File: src/rtl/pwmo_pkg.sv
package pwmo_pkg;
  // strobes sent from the sequencing control to the datapath
  typedef struct packed {
    logic run;   // enabled and not in soft reset
    logic live;  // counters are running (one cycle behind run)
    logic tick;  // divided clock tick
    logic load;  // take the pending pair into the active levels
  } pwmStrobe_t;
endpackage

File: src/rtl/pwmo_ctrl.sv
module pwmo_ctrl
  import pwmo_pkg::*;
#(
  parameter int CTRL_W   = 32,
  parameter int DIV_W    = 8,
  parameter int OSR_LOG  = 5,
  parameter int REPEAT   = 8,
  parameter int EN_BIT   = 28,
  parameter int SRST_BIT = 24,
  parameter int OS_BIT   = 20,
  localparam int CNT_W   = OSR_LOG + 2
) (
  input  logic              clk,
  input  logic              rst_n,
  input  logic [CTRL_W-1:0] ctrlWord,
  output pwmStrobe_t        strb,
  output logic [CNT_W-1:0]  phase,
  output logic              osSel
);
  localparam int REP_W = (REPEAT > 1) ? $clog2(REPEAT) : 1;
  localparam logic [CNT_W-1:0] LAST_NARROW = CNT_W'((1 << (CNT_W - 1)) - 1);
  localparam logic [CNT_W-1:0] LAST_WIDE   = CNT_W'((1 << CNT_W) - 1);

  logic             runEn;
  logic             live;
  logic [DIV_W-1:0] divField;
  logic [DIV_W-1:0] preCnt;
  logic [REP_W-1:0] repCnt;
  logic             tick;
  logic             phaseLast;
  logic             repLast;
  logic             load;

  assign runEn    = ctrlWord[EN_BIT] & ~ctrlWord[SRST_BIT];
  assign osSel    = ctrlWord[OS_BIT];
  assign divField = ctrlWord[DIV_W-1:0];

  assign tick      = live & (preCnt >= divField);
  assign phaseLast = phase == (osSel ? LAST_WIDE : LAST_NARROW);
  assign repLast   = repCnt == REP_W'(REPEAT - 1);
  assign load      = runEn & (~live | (tick & phaseLast & repLast));

  always_ff @(posedge clk or negedge rst_n) begin
    if (!rst_n) begin
      live   <= 1'b0;
      preCnt <= '0;
      phase  <= '0;
      repCnt <= '0;
    end else if (!runEn) begin
      live   <= 1'b0;
      preCnt <= '0;
      phase  <= '0;
      repCnt <= '0;
    end else begin
      live <= 1'b1;
      if (live) begin
        if (tick) begin
          preCnt <= '0;
          if (phaseLast) begin
            phase  <= '0;
            repCnt <= repLast ? '0 : repCnt + 1'b1;
          end else begin
            phase <= phase + 1'b1;
          end
        end else begin
          preCnt <= preCnt + 1'b1;
        end
      end
    end
  end

  assign strb = '{run: runEn, live: live, tick: tick, load: load};

  // leaving the run state clears the sequencing state
  p_idle_clear_r2: assert property (@(posedge clk) disable iff (!rst_n)
    !runEn |=> (phase == '0 && repCnt == '0 && preCnt == '0 && !live));

  // after a load every counter restarts a fresh frame
  p_load_boundary_r5: assert property (@(posedge clk) disable iff (!rst_n)
    load |=> (phase == '0 && repCnt == '0 && preCnt == '0));

  // phase advances by one on a tick inside a period
  p_phase_step_r3: assert property (@(posedge clk) disable iff (!rst_n)
    (runEn && tick && !phaseLast) |=> (phase == $past(phase) + 1'b1));

  // phase holds between ticks
  p_phase_hold_r3: assert property (@(posedge clk) disable iff (!rst_n)
    (runEn && live && !tick) |=> $stable(phase));
endmodule

File: src/rtl/pwmo_datapath.sv
module pwmo_datapath
  import pwmo_pkg::*;
#(
  parameter int SAMPLE_W = 16,
  parameter int OSR_LOG  = 5,
  parameter int CHANNELS = 2,
  localparam int CNT_W   = OSR_LOG + 2
) (
  input  logic                clk,
  input  logic                rst_n,
  input  pwmStrobe_t          strb,
  input  logic [CNT_W-1:0]    phase,
  input  logic                osSel,
  input  logic                sampleValid,
  input  logic [SAMPLE_W-1:0] sampleIn [CHANNELS],
  output logic                pwmOut [CHANNELS]
);
  function automatic logic [CNT_W-1:0] toLevel(input logic [SAMPLE_W-1:0] s,
                                               input logic wide);
    logic [SAMPLE_W-1:0] u;
    u = {~s[SAMPLE_W-1], s[SAMPLE_W-2:0]};
    if (wide) return u[SAMPLE_W-1 -: CNT_W];
    return {1'b0, u[SAMPLE_W-1 -: CNT_W-1]};
  endfunction

  logic [SAMPLE_W-1:0] pending [CHANNELS];
  logic [CNT_W-1:0]    level   [CHANNELS];

  for (genvar g = 0; g < CHANNELS; g++) begin : gChan
    always_ff @(posedge clk or negedge rst_n) begin
      if (!rst_n) begin
        pending[g] <= '0;
        level[g]   <= '0;
        pwmOut[g]  <= 1'b0;
      end else begin
        if (sampleValid) pending[g] <= sampleIn[g];
        if (strb.load)   level[g]   <= toLevel(pending[g], osSel);
        pwmOut[g] <= strb.run & strb.live & (phase < level[g]);
      end
    end

    // outputs drop once the block stops running
    p_idle_low_r2: assert property (@(posedge clk) disable iff (!rst_n)
      !strb.run |=> !pwmOut[g]);

    // a zero level keeps the pin low
    p_zero_low_r4: assert property (@(posedge clk) disable iff (!rst_n)
      (level[g] == '0) |=> !pwmOut[g]);

    // active level changes only through a load
    p_level_hold_r5: assert property (@(posedge clk) disable iff (!rst_n)
      !strb.load |=> $stable(level[g]));

    // a pulse begins only at phase zero
    p_rise_at_start_r3: assert property (@(posedge clk) disable iff (!rst_n)
      $rose(pwmOut[g]) |-> $past(phase) == '0);
  end

  // channels rise together when both carry a pulse
  if (CHANNELS > 1) begin : gLock
    p_lockstep_r7: assert property (@(posedge clk) disable iff (!rst_n)
      ($rose(pwmOut[0]) && level[1] != '0) |-> $rose(pwmOut[1]));
  end
endmodule

File: src/rtl/pwm_audio_out.sv
module pwm_audio_out #(
  parameter int CTRL_W   = 32,
  parameter int SAMPLE_W = 16,
  parameter int DIV_W    = 8,
  parameter int OSR_LOG  = 5,
  parameter int REPEAT   = 8
) (
  input  logic                clk,
  input  logic                rst_n,
  input  logic [CTRL_W-1:0]   ctrlWord,
  input  logic                sampleValid,
  input  logic [SAMPLE_W-1:0] sampleLeft,
  input  logic [SAMPLE_W-1:0] sampleRight,
  output logic                pwmLeft,
  output logic                pwmRight
);
  import pwmo_pkg::*;
  localparam int CNT_W = OSR_LOG + 2;

  pwmStrobe_t          strb;
  logic [CNT_W-1:0]    phase;
  logic                osSel;
  logic [SAMPLE_W-1:0] samples [2];
  logic                pins    [2];

  assign samples[0] = sampleLeft;
  assign samples[1] = sampleRight;
  assign pwmLeft    = pins[0];
  assign pwmRight   = pins[1];

  pwmo_ctrl #(
    .CTRL_W (CTRL_W),
    .DIV_W  (DIV_W),
    .OSR_LOG(OSR_LOG),
    .REPEAT (REPEAT)
  ) u_ctrl (
    .clk     (clk),
    .rst_n   (rst_n),
    .ctrlWord(ctrlWord),
    .strb    (strb),
    .phase   (phase),
    .osSel   (osSel)
  );

  pwmo_datapath #(
    .SAMPLE_W(SAMPLE_W),
    .OSR_LOG (OSR_LOG),
    .CHANNELS(2)
  ) u_dp (
    .clk        (clk),
    .rst_n      (rst_n),
    .strb       (strb),
    .phase      (phase),
    .osSel      (osSel),
    .sampleValid(sampleValid),
    .sampleIn   (samples),
    .pwmOut     (pins)
  );
endmodule

File: config.mk
export PLATFORM = sky130hd
export DESIGN_NAME = pwm_audio_out
export DESIGN_NICKNAME = d
export VERILOG_FILES = /design/src/rtl/pwmo_pkg.sv /design/src/rtl/pwmo_ctrl.sv /design/src/rtl/pwmo_datapath.sv /design/src/rtl/pwm_audio_out.sv
export SDC_FILE = /design/constraint.sdc
export NUM_CORES = 1
export LEC_CHECK = 0
export ABC_AREA = 1
export BUFFER_PORTS_ARGS = -buffer_cell sky130_fd_sc_hd__buf_2
export CAP_MARGIN = 20
export CORE_ASPECT_RATIO = 1.4
export CORE_MARGIN = 5
export CORE_UTILIZATION = 54
export CTS_CLUSTER_DIAMETER = 80
export CTS_CLUSTER_SIZE = 12
export DETAILED_ROUTE_END_ITERATION = 10
export GPL_ROUTABILITY_DRIVEN = 0
export MAX_ROUTING_LAYER = met4
export PLACE_DENSITY_LB_ADDON = 0.2
export SLEW_MARGIN = 5
export SYNTH_ARGS = -nofsm -noshare
export SYNTH_HDL_FRONTEND = slang
export SYNTH_SLANG_ARGS = --single-unit
File: constraint.sdc
create_clock -name clk -period 2 [get_ports clk]
set_clock_uncertainty 0.05 [all_clocks]
set_input_delay 0.6 -clock clk [delete_from_list [all_inputs] [get_ports clk]]
set_output_delay 0.6 -clock clk [all_outputs]
set_load 0.01 [all_outputs]
After elaboration in Yosys (flattened, before gate mapping)
Cells that the tools add are included.
- output and inout bits: 2
- bits in registers: 67
- logic and storage cells: 56
- input bits: 67
- reductions and logical operators: 2
- muxes and demuxes: 20
- equality and inequality tests: 5
- order comparisons: 3
- add/sub/neg operators: 3
- bitwise logic cells: 13
- operator list (cell ; number):
    7-bit two-way mux ; 9
    8-bit two-way mux ; 3
    3-bit two-way mux ; 5
    7-bit less-than comparator ; 2
    8-bit by 1-bit adder with 8-bit output (second input constant) ; 1
    1-bit AND ; 8
    8-bit >= comparator ; 1
    7-bit by 1-bit adder with 7-bit output (second input constant) ; 1
    7-bit equality test ; 1
    2-bit inequality test (second input constant) ; 3
    1-bit inverter ; 4
    3-bit by 1-bit adder with 3-bit output (second input constant) ; 1
    3-bit equality test (second input constant) ; 1
    1-bit two-way mux ; 3
    3-bit AND reduction ; 1
    2-bit AND reduction ; 1
    1-bit OR ; 1

Longest topological paths before layout
Gate-level depths: netlist of the first run.
- depth after elaboration: 8
- depth in mapped cells: 15
- mapped depth without buffers: 14

By module
A second synthesis of the first run with hierarchy kept.
- cell total of the unflattened synthesis: 348
- area, all modules: 2951.6 sq um
- by module, submodules not included (module ; cells each ; sequential area each (sq um) ; area an instance (sq um) ; times used):
    pwmo_datapath ; 184 ; 750.7 ; 1634.1 ; 1
    pwmo_ctrl ; 164 ; 475.5 ; 1317.5 ; 1

Worst setup path after synthesis of the first run
No wires, ideal clock.
- kind: input-to-reg
- from: input port ctrlWord[7]
- to: register u_ctrl.repCnt[0]
- data arrival time: 1.815 ns
- stages: 12
- buffers on the path: 1
- required time: 1.833 ns
- slack: 0.018 ns
- setup time: 0.117 ns
- cell sequence: inv_1 > ha_1 > nand2_1 > nor2_1 > nand4_1 > nand3_1 > nand2_1 > nand2_1 > buf_4 > nand2_1 > nand2_1 > nand2_1
- cells in the longest elaborated chain, start to end: 4
- ends and longest elaborated chain (element ; RTL line ; RTL):
    start, declared ; pwm_audio_out.sv:10 ; input logic [CTRL_W-1:0] ctrlWord,
    8-bit >= comparator ; pwmo_ctrl.sv:38 ; assign tick = live & (preCnt >= divField);
    1-bit AND ; pwmo_ctrl.sv:38 ;
    2-bit inequality test (no source line) ; - ;
    3-bit AND reduction (no source line) ; - ;
    end signal, assigned ; pwmo_ctrl.sv:61 ; repCnt <= repLast ? '0 : repCnt + 1'b1;
    end, declared ; pwmo_ctrl.sv:28 ; logic [REP_W-1:0] repCnt;
Every way passes these cells.
A chain may end at the register's enable or synchronous reset.

Final worst setup path of the first run
- from: input port ctrlWord[7]
- to: register u_ctrl.phase[3]
- cells in the longest elaborated chain, start to end: 4
- ends and longest elaborated chain (element ; RTL line ; RTL):
    8-bit >= comparator ; pwmo_ctrl.sv:38 ;
    1-bit AND ; pwmo_ctrl.sv:38 ;
    2-bit inequality test (no source line) ; - ;
    2-bit AND reduction (no source line) ; - ;
    end signal, assigned ; pwmo_ctrl.sv:63 ; phase <= phase + 1'b1;
    end, declared ; pwmo_ctrl.sv:17 ; output logic [CNT_W-1:0] phase,
Every way passes these cells.

==> results of run 1 <==
[critical path: cells and delay by family]
kind	cells	cell delay (ns)
AND/OR/NAND/NOR	5	0.56
adder cells (fa/ha/maj)	1	0.30
buffers and inverters	3	0.29
AO/OA/AOI/OAI	2	0.25
[worst paths after layout]
check / startpoint / to / slack, ns / depth (start not counted)
max: ctrlWord[7] / u_ctrl.phase[3]$_DFFE_PN0P_ / 0.12 / 11
min: rst_n / u_ctrl.repCnt[2]$_DFFE_PN0P_ / 0.19 / 1
min reg2reg: u_ctrl.repCnt[1]$_DFFE_PN0P_ / u_ctrl.repCnt[1]$_DFFE_PN0P_ / 0.43 / 2
min in group clk: u_ctrl.repCnt[1]$_DFFE_PN0P_ / u_ctrl.repCnt[1]$_DFFE_PN0P_ / 0.43 / 2
max reg2reg: u_ctrl.preCnt[7]$_DFFE_PN0P_ / u_ctrl.phase[3]$_DFFE_PN0P_ / 0.13 / 9
max in group asynchronous: rst_n / u_dp.pending[12]$_DFFE_PN0P_ / 1.20 / 2
[timing repair]
| action | in CTS | in global routing |
|---|---|---|
| endpoints found under the setup margin | 0 | 25 |
| resized for setup | 0 | 8 |
| setup buffers | 0 | 1 |
[Yosys cell counts (2+ instances only)]
master | n | share of area
sky130_fd_sc_hd__nand2_1 | 90 | 0.12
sky130_fd_sc_hd__nand4_4 | 2 | 0.015
sky130_fd_sc_hd__nand3_1 | 33 | 0.059
sky130_fd_sc_hd__buf_2 | 4 | 0.0071
sky130_fd_sc_hd__mux2_2 | 4 | 0.016
sky130_fd_sc_hd__nor2_1 | 18 | 0.024
sky130_fd_sc_hd__nor3_1 | 4 | 0.0071
sky130_fd_sc_hd__clkbuf_1 | 6 | 0.0080
sky130_fd_sc_hd__xor2_1 | 9 | 0.028
sky130_fd_sc_hd__a21oi_1 | 10 | 0.018
sky130_fd_sc_hd__ha_1 | 24 | 0.11
sky130_fd_sc_hd__inv_1 | 50 | 0.067
sky130_fd_sc_hd__nand4_1 | 4 | 0.0089
sky130_fd_sc_hd__dfrtp_1 | 49 | 0.43
sky130_fd_sc_hd__o21ai_0 | 31 | 0.055
[cells by family (layout without fill, tap and decap cells)]
group                    after synthesis  count (layout)
flip-flops                            49              49
AO/OA/AOI/OAI                         42              42
adder cells (fa/ha/maj)               24              24
multiplexers                           4               4
XOR/XNOR                               9               9
AND/OR/NAND/NOR                      156             157
buffers and inverters                 63             100
[metrics by stage]
step                      std cells  hold WS [ns]  TNS, ns  area [sq um]   util
after floorplan                 347         0.254        0          2820      -
final                           451         0.194        0          3260  0.637
after CTS                       449         0.205        0          3200  0.625
after global placement          441         0.415    -4.73          3080  0.602
after global routing            451         0.209  -0.0114          3260  0.637
after detailed placement        441         0.417    -5.46          3080  0.602
[sequential cells by signal, indices dropped and copies added (netlist names)]
signal,count
u_ctrl.live,1
u_ctrl.phase,7
u_ctrl.preCnt,8
u_ctrl.repCnt,3
u_dp.level,14
u_dp.pending,14
u_dp.pwmOut,2
[power by group through the flow]
stage / sequential (mW) / clock, mW / combinational, mW
finish: 1.11 / 0.730 / 0.305
detailed placement: 1.13 / 0 / 0.306
global placement: 1.13 / 0 / 0.296
global route: 1.13 / 0.807 / 0.363
CTS: 1.11 / 0.744 / 0.309
floorplan: 1.12 / 0 / 0.211
[area by class of cell]
| cell class | instances | area (sq um) |
|---|---|---|
| Timing Repair Buffer | 41 | 248 |
| Multi-Input combinational cell | 236 | 1390 |
| Sequential cell | 49 | 1230 |
| Inverter | 51 | 191 |
| Tap cell | 66 | 82.6 |
| Clock buffer | 6 | 82.6 |
| Clock inverter | 2 | 37.5 |
| Fill cell | 486 | 1860 |
[layer usage]
layer / part of all wire / routed length (um) / vias to the layer above
li1: - / - / 1183
met1: 0.40 / 2100 / 1021
met2: 0.54 / 2850 / 36
met3: 0.036 / 190 / 9
met4: 0.028 / 146 / 0
met5: 0 / 0 / -
==> summary.txt, run 1 <==
Synthesis
  – Area share of xor/xnor cells in the synthesized design: 0.0280
  – Synth cell types: 24
  – Primary flip-flop cell chosen by synthesis mapping: sky130_fd_sc_hd__dfrtp_1
  – Seq cells post-synth: 49
  – Avg Cell Area, Syn: 8.13 sq um
  – Fraction of synthesis flops using an asynchronous set or reset pin: 1.00
  – Share of the synthesized area in compound gates (AO/OA/AOI/OAI): 0.0754
  – Area of the mapped netlist: 2820 sq um
  – Post-Synthesis Net Count: 438
  – Multiplexer fraction of the synthesized cell area: 0.0160
  – Combinational family with the most area after synthesis: simple AND/OR/NAND/NOR gates
  – Portion of the post-synthesis area used by sequential elements: 0.435
  – Syn. warnings: 0
  – Fraction of the mapped netlist area in adder cells: 0.106
  – Count of flip-flops with a built-in enable after synthesis: 0
  – Gate count after technology mapping: 347
  – Basic-gate share of the synthesized area counting and, or, nand and nor cells: 0.250

GRT
  – Antenna violations before repair: 0
  – First-pass GRT wire length: 9090 um
  – Routing layer with the top usage in global route: met2
  – Total congestion overflow: 0
  – Number of global-route vias before repair: 2,159
  – Routing usage on met1: 0.174
  – Global Route Usage Sum: 0.174
  – Met3 global-route usage: 0.0338
  – Pin count of the biggest net entering global routing: 32
  – Global-route track usage on met2: 0.328

Worst setup path
  – Crit path largest cell delay: 0.30 ns
  – Slowest stage cell on the critical path: sky130_fd_sc_hd__ha_1
  – Cell with the most instances on the worst path: sky130_fd_sc_hd__nand2_1
  – Worst-path maximum fanout: 9
  – Nature of the critical path startpoint: input port
  – Data arrival time of the worst path: 2.02 ns
  – Cell-by-cell trace of the critical path: buf_2 > inv_1 > ha_1 > a21o_1 > nor2_1 > nand3_2 > nand2_2 > nand2_1 > buf_4 > nand2_1 > o21ai_0
  – CP endpoint kind: register
  – Crit Path Class: input port to register
  – Endpoint required time on the critical path: 2.13 ns

STA
  – Max-slew violation count: 0
  – Hold Vio Cnt, Final: 0
  – Worst slew margin: 0.689
  – Setup WS post-layout: 0.115 ns
  – Final setup violation count: 0
  – Post-layout minimum cycle time: 1.88 ns
  – Max Fclk: 531 MHz
  – Transition at the pin with the smallest max-transition slack: 0.467 ns
  – Final cycle utilization of the critical path: 0.942

Power and ir drop
  – Power Total: 2.15 mW
  – Switching share of power: 0.253
  – Power per cell area: 658 nW/um^2
  – Static power due to leakage: 1.75 nW
  – Power share of the sequential group: 0.518
  – Max VDD drop: 0.475 mV
  – Net switching power figure: 0.543 mW
  – Internal power contribution: 1.60 mW
  – Comb power frac: 0.142
  – Clk network pwr share: 0.340

Floorplan
  – Number of standard-cell rows in the floorplan: 31
  – Area enclosed by the die boundary: 6790 sq um
  – Die Wd: 71.1 um
  – Effective utilization at floorplan: 0.551
  – Core Region: 5120 sq um
  – Chip height: 95.5 um
  – I/O Pins: 69

Drt
  – Initial detailed-routing violation count: 114
  – Post-Route WL: 5290 um
  – Vias after detailed routing: 2,249
  – Average via count per standard cell: 4.99
  – Number of DRC violations after detailed routing: 0
  – First-pass DRT Iterations: 4
  – Number of nets with antenna violations after routing: 0
  – Wire per inst: 11.7 um

Cells and area
  – Antenna Cells: 0
  – Top library cells by usage in the layout, fill and taps aside: 89 x sky130_fd_sc_hd__nand2_1, 49 x sky130_fd_sc_hd__inv_1, 49 x sky130_fd_sc_hd__dfrtp_1
  – Share of cells above drive strength 1: 0.177
  – Post-synthesis to final-layout area growth: 15.6%
  – Commonest non-fill, non-tap cell in the layout: sky130_fd_sc_hd__nand2_1
  – Net count, final: 475

Clock network
  – Hold-fix buffers, CTS: 0
  – Clock root cell: sky130_fd_sc_hd__clkbuf_8
  – Level count of the clock H-tree: 2
  – Total CTS buffers: 5
  – Clock latency reported for the late side of the worst-skew pair: 0.30 ns
  – Sinks on Clock Net: 49
  – TritonCTS clock tree: built
  – Max clock buf depth: 2
  – Reg clk slew, reported paths: 0.09 ns

Status
  – Status: complete, no violations

Worst hold path
  – Min-Delay Path Class: input port to asynchronous set/reset pin

Place
  – Pre-CTS setup slack: -0.222 ns
  – HPWL reported at the end of detailed placement: 4080 um
  – Buffers added on ports: 29

Run
  – Max Cap Violations: 0
No activity file was read; power rests on OpenSTA's default activity.
==> inputs of run 2 (changes only) <==
Settings changed: SYNTH_HIERARCHICAL set to 1.
==> run 2 against run 1 <==
Net effect: the run now ends with negative setup slack left; register-to-register slack got worse by 0.16 ns; via count grew 6.1%; sequential share of layout area fell by 3.7 points; global-route usage grew 0.69 points; critical path type is now register to register; largest cell class unchanged; largest power group unchanged.
==> summary.txt, run 2 <==
Cells and area
  – Footprint of the flip-flops and latches: 1230 sq um (+0.31%)
  – Biggest regs: u_dp/level x14, u_dp/pending x14, u_ctrl/preCnt x8
  – Antenna Cells: 0 (unchanged)
  – Finished layout cell area: 3630 sq um (+11%)
  – FILL cells: 430 (-12%)
  – Post-synthesis to final-layout area growth: 23.2%
  – Total area of multi-input combinational cells: 1530 sq um (+9.6%)
  – Net count, final: 492 (+3.6%)
  – Final instance count without filler cells: 467 (+3.5%)
  – Top library cells by usage in the layout, fill and taps aside: 82 x sky130_fd_sc_hd__nand2_1, 46 x sky130_fd_sc_hd__dfrtp_1, 43 x sky130_fd_sc_hd__inv_1
  – Commonest non-fill, non-tap cell in the layout: sky130_fd_sc_hd__nand2_1
  – Share of cells above drive strength 1: 0.312 (+0.135)

Clock network
  – Clock latency reported for the late side of the worst-skew pair: 0.30 ns (about the same)
  – Max clock buf depth: 2 (unchanged)
  – Sinks on Clock Net: 49 (unchanged)
  – Level count of the clock H-tree: 2 (unchanged)
  – Reg clk slew, reported paths: 0.09 ns (about the same)
  – Hold-fix buffers, CTS: 0 (unchanged)
  – Clock root cell: sky130_fd_sc_hd__clkbuf_8
  – TritonCTS clock tree: built
  – Total CTS buffers: 5 (unchanged)

Synthesis
  – Avg Cell Area, Syn: 8.48 sq um (+4.4%)
  – Area of the mapped netlist: 2940 sq um (+4.4%)
  – Syn. warnings: 6 (+6)
  – Post-Synthesis Net Count: 438 (unchanged)
  – Gate count after technology mapping: 347 (unchanged)

Floorplan
  – Effective utilization at floorplan: 0.562 (+0.0114)
  – Die Wd: 72.4 um (+1.9%)
  – I/O Pins: 69 (unchanged)
  – Chip height: 97.4 um (+1.9%)
  – Number of standard-cell rows in the floorplan: 31 (unchanged)
  – Core Region: 5240 sq um (+2.3%)
  – Area enclosed by the die boundary: 7050 sq um (+3.8%)

STA
  – Hold Vio Cnt, Final: 0 (unchanged)
  – Final cycle utilization of the critical path: 1.01 (+0.0722)
  – Post-layout minimum cycle time: 2.03 ns (+0.144 ns)
  – Unrepaired setup endpoints after global routing: yes
  – Final setup violation count: 1 (+1)
  – Max-slew violation count: 0 (unchanged)
  – Setup WS post-layout: -0.0290 ns (-0.144 ns)
  – Worst slew margin: 0.772 (+0.0834)
  – Transition at the pin with the smallest max-transition slack: 0.342 ns (-0.125 ns)
  – Total negative slack: -0.0290 ns (-0.0290 ns)
  – Max Fclk: 493 MHz (-7.1%)

GRT
  – Number of global-route vias before repair: 2,329 (+7.9%)
  – Antenna violations before repair: 0 (unchanged)
  – Pin count of the biggest net entering global routing: 50 (+56%)
  – Global Route Usage Sum: 0.181 (+0.00695)
  – Total congestion overflow: 0 (unchanged)
  – First-pass GRT wire length: 9950 um (+9.5%)

Power and ir drop
  – Comb power frac: 0.181 (+0.039)
  – Clk network pwr share: 0.315 (-0.025)
  – Static power due to leakage: 1.87 nW (+6.9%)
  – Max VDD drop: 0.680 mV (+43%)
  – Internal power contribution: 1.60 mW (-0.29%)
  – Power Total: 2.20 mW (+2.7%)
  – Power share of the sequential group: 0.504 (-0.014)
  – Power per cell area: 608 nW/um^2 (-7.7%)
  – Switching share of power: 0.275 (+0.0219)
  – Net switching power figure: 0.606 mW (+12%)

Drt
  – Post-Route WL: 5980 um (+13%)
  – Average via count per standard cell: 5.11 (+2.5%)
  – Vias after detailed routing: 2,387 (+6.1%)
  – Number of DRC violations after detailed routing: 0 (unchanged)
  – Number of nets with antenna violations after routing: 0 (unchanged)
  – Initial detailed-routing violation count: 86 (-25%)
  – Wire per inst: 12.8 um (+9.3%)
  – First-pass DRT Iterations: 4 (unchanged)

Worst hold path
  – Min-Delay Path Class: input port to asynchronous set/reset pin

Status
  – Status: finished, violations left
  – Violated checks: negative setup slack

Worst setup path
  – CP endpoint kind: register
  – Nature of the critical path startpoint: register
  – Data arrival time of the worst path: 2.20 ns (+0.18 ns)
  – Crit Path Class: register to register
  – Endpoint required time on the critical path: 2.17 ns (+0.04 ns)
  – Worst-path maximum fanout: 6 (-3)

Place
  – Cell area after placement: 3360 sq um (+9.2%)
  – Cell Count Post-Placement: 449 (+1.8%)
  – HPWL reported at the end of detailed placement: 4160 um (+1.9%)
  – Pre-CTS setup slack: -0.260 ns (-0.0385 ns)
  – Buffers added on ports: 29 (unchanged)

Run
  – Max Cap Violations: 0 (unchanged)
run 2: what timing repair did:
action	CTS	global route
buffers inserted	3	7
gates cloned	0	1
resized for setup	4	12
pin swaps	1	2
endpoints found under the setup margin	3	12
run 2: path summary, 6_finish.rpt:
| path | startpoint | end | slack [ns] | cells past startpoint |
|---|---|---|---|---|
| worst max-delay path | u_ctrl/phase[0]$_DFFE_PN0P_ | u_dp/level[9]$_DFFE_PN0P_ | -0.03 | 11 |
| max in group asynchronous | rst_n | u_dp/pending[15]$_DFFE_PN0P_ | 1.44 | 2 |
| worst min register to register | u_ctrl/repCnt[1]$_DFFE_PN0P_ | u_ctrl/repCnt[1]$_DFFE_PN0P_ | 0.43 | 2 |
| worst min-delay path | rst_n | u_ctrl/preCnt[4]$_DFFE_PN0P_ | 0.21 | 2 |
| min in group clk | u_ctrl/repCnt[1]$_DFFE_PN0P_ | u_ctrl/repCnt[1]$_DFFE_PN0P_ | 0.43 | 2 |
| worst max register to register | u_ctrl/phase[0]$_DFFE_PN0P_ | u_dp/level[9]$_DFFE_PN0P_ | -0.03 | 11 |
run 2: worst max-delay path, cell delays in order (launching register included):
cell	delay, ns
sky130_fd_sc_hd__dfrtp_1	0.40
sky130_fd_sc_hd__ha_4	0.17
sky130_fd_sc_hd__nand3_4	0.09
sky130_fd_sc_hd__nor2_4	0.10
sky130_fd_sc_hd__nand2_2	0.08
sky130_fd_sc_hd__nor3_4	0.15
sky130_fd_sc_hd__nand3_2	0.14
sky130_fd_sc_hd__o21ai_4	0.26
sky130_fd_sc_hd__clkbuf_16	0.20
sky130_fd_sc_hd__buf_4	0.11
sky130_fd_sc_hd__o211ai_2	0.07
sky130_fd_sc_hd__o21ai_1	0.11
run 2: per-layer routing:
metal / GRT usage / wire [um] / part of all wire
met5: - / 0 / 0
met4: 0.0795 / 187 / 0.031
met3: 0.0280 / 230 / 0.038
met2: 0.318 / 3210 / 0.54
met1: 0.196 / 2350 / 0.39
run 2: metrics by stage:
stage           util  hold WS (ns)
5_1_grt        0.693         0.235
2_1_floorplan      -         0.254
6_report       0.693         0.214
3_5_place_dp   0.643         0.416
4_1_cts        0.670         0.230
3_3_place_gp   0.643         0.414
run 2: cell type report:
class	count	area share
Multi-Input combinational cell	227	0.421
Sequential cell	49	0.339
Timing Repair Buffer	61	0.124
Inverter	57	0.0645
Tap cell	66	0.0228
Clock buffer	5	0.0190
Clock inverter	2	0.00966
run 2: power groups by stage:
stage               Sequential, mW  Combinational (mW)  Clock (mW)
finish                        1.11               0.399       0.695
global route                  1.12               0.456       0.750
CTS                           1.11               0.386       0.706
detailed placement            1.13               0.377           0
global placement              1.12               0.358           0
floorplan                     1.12               0.259           0
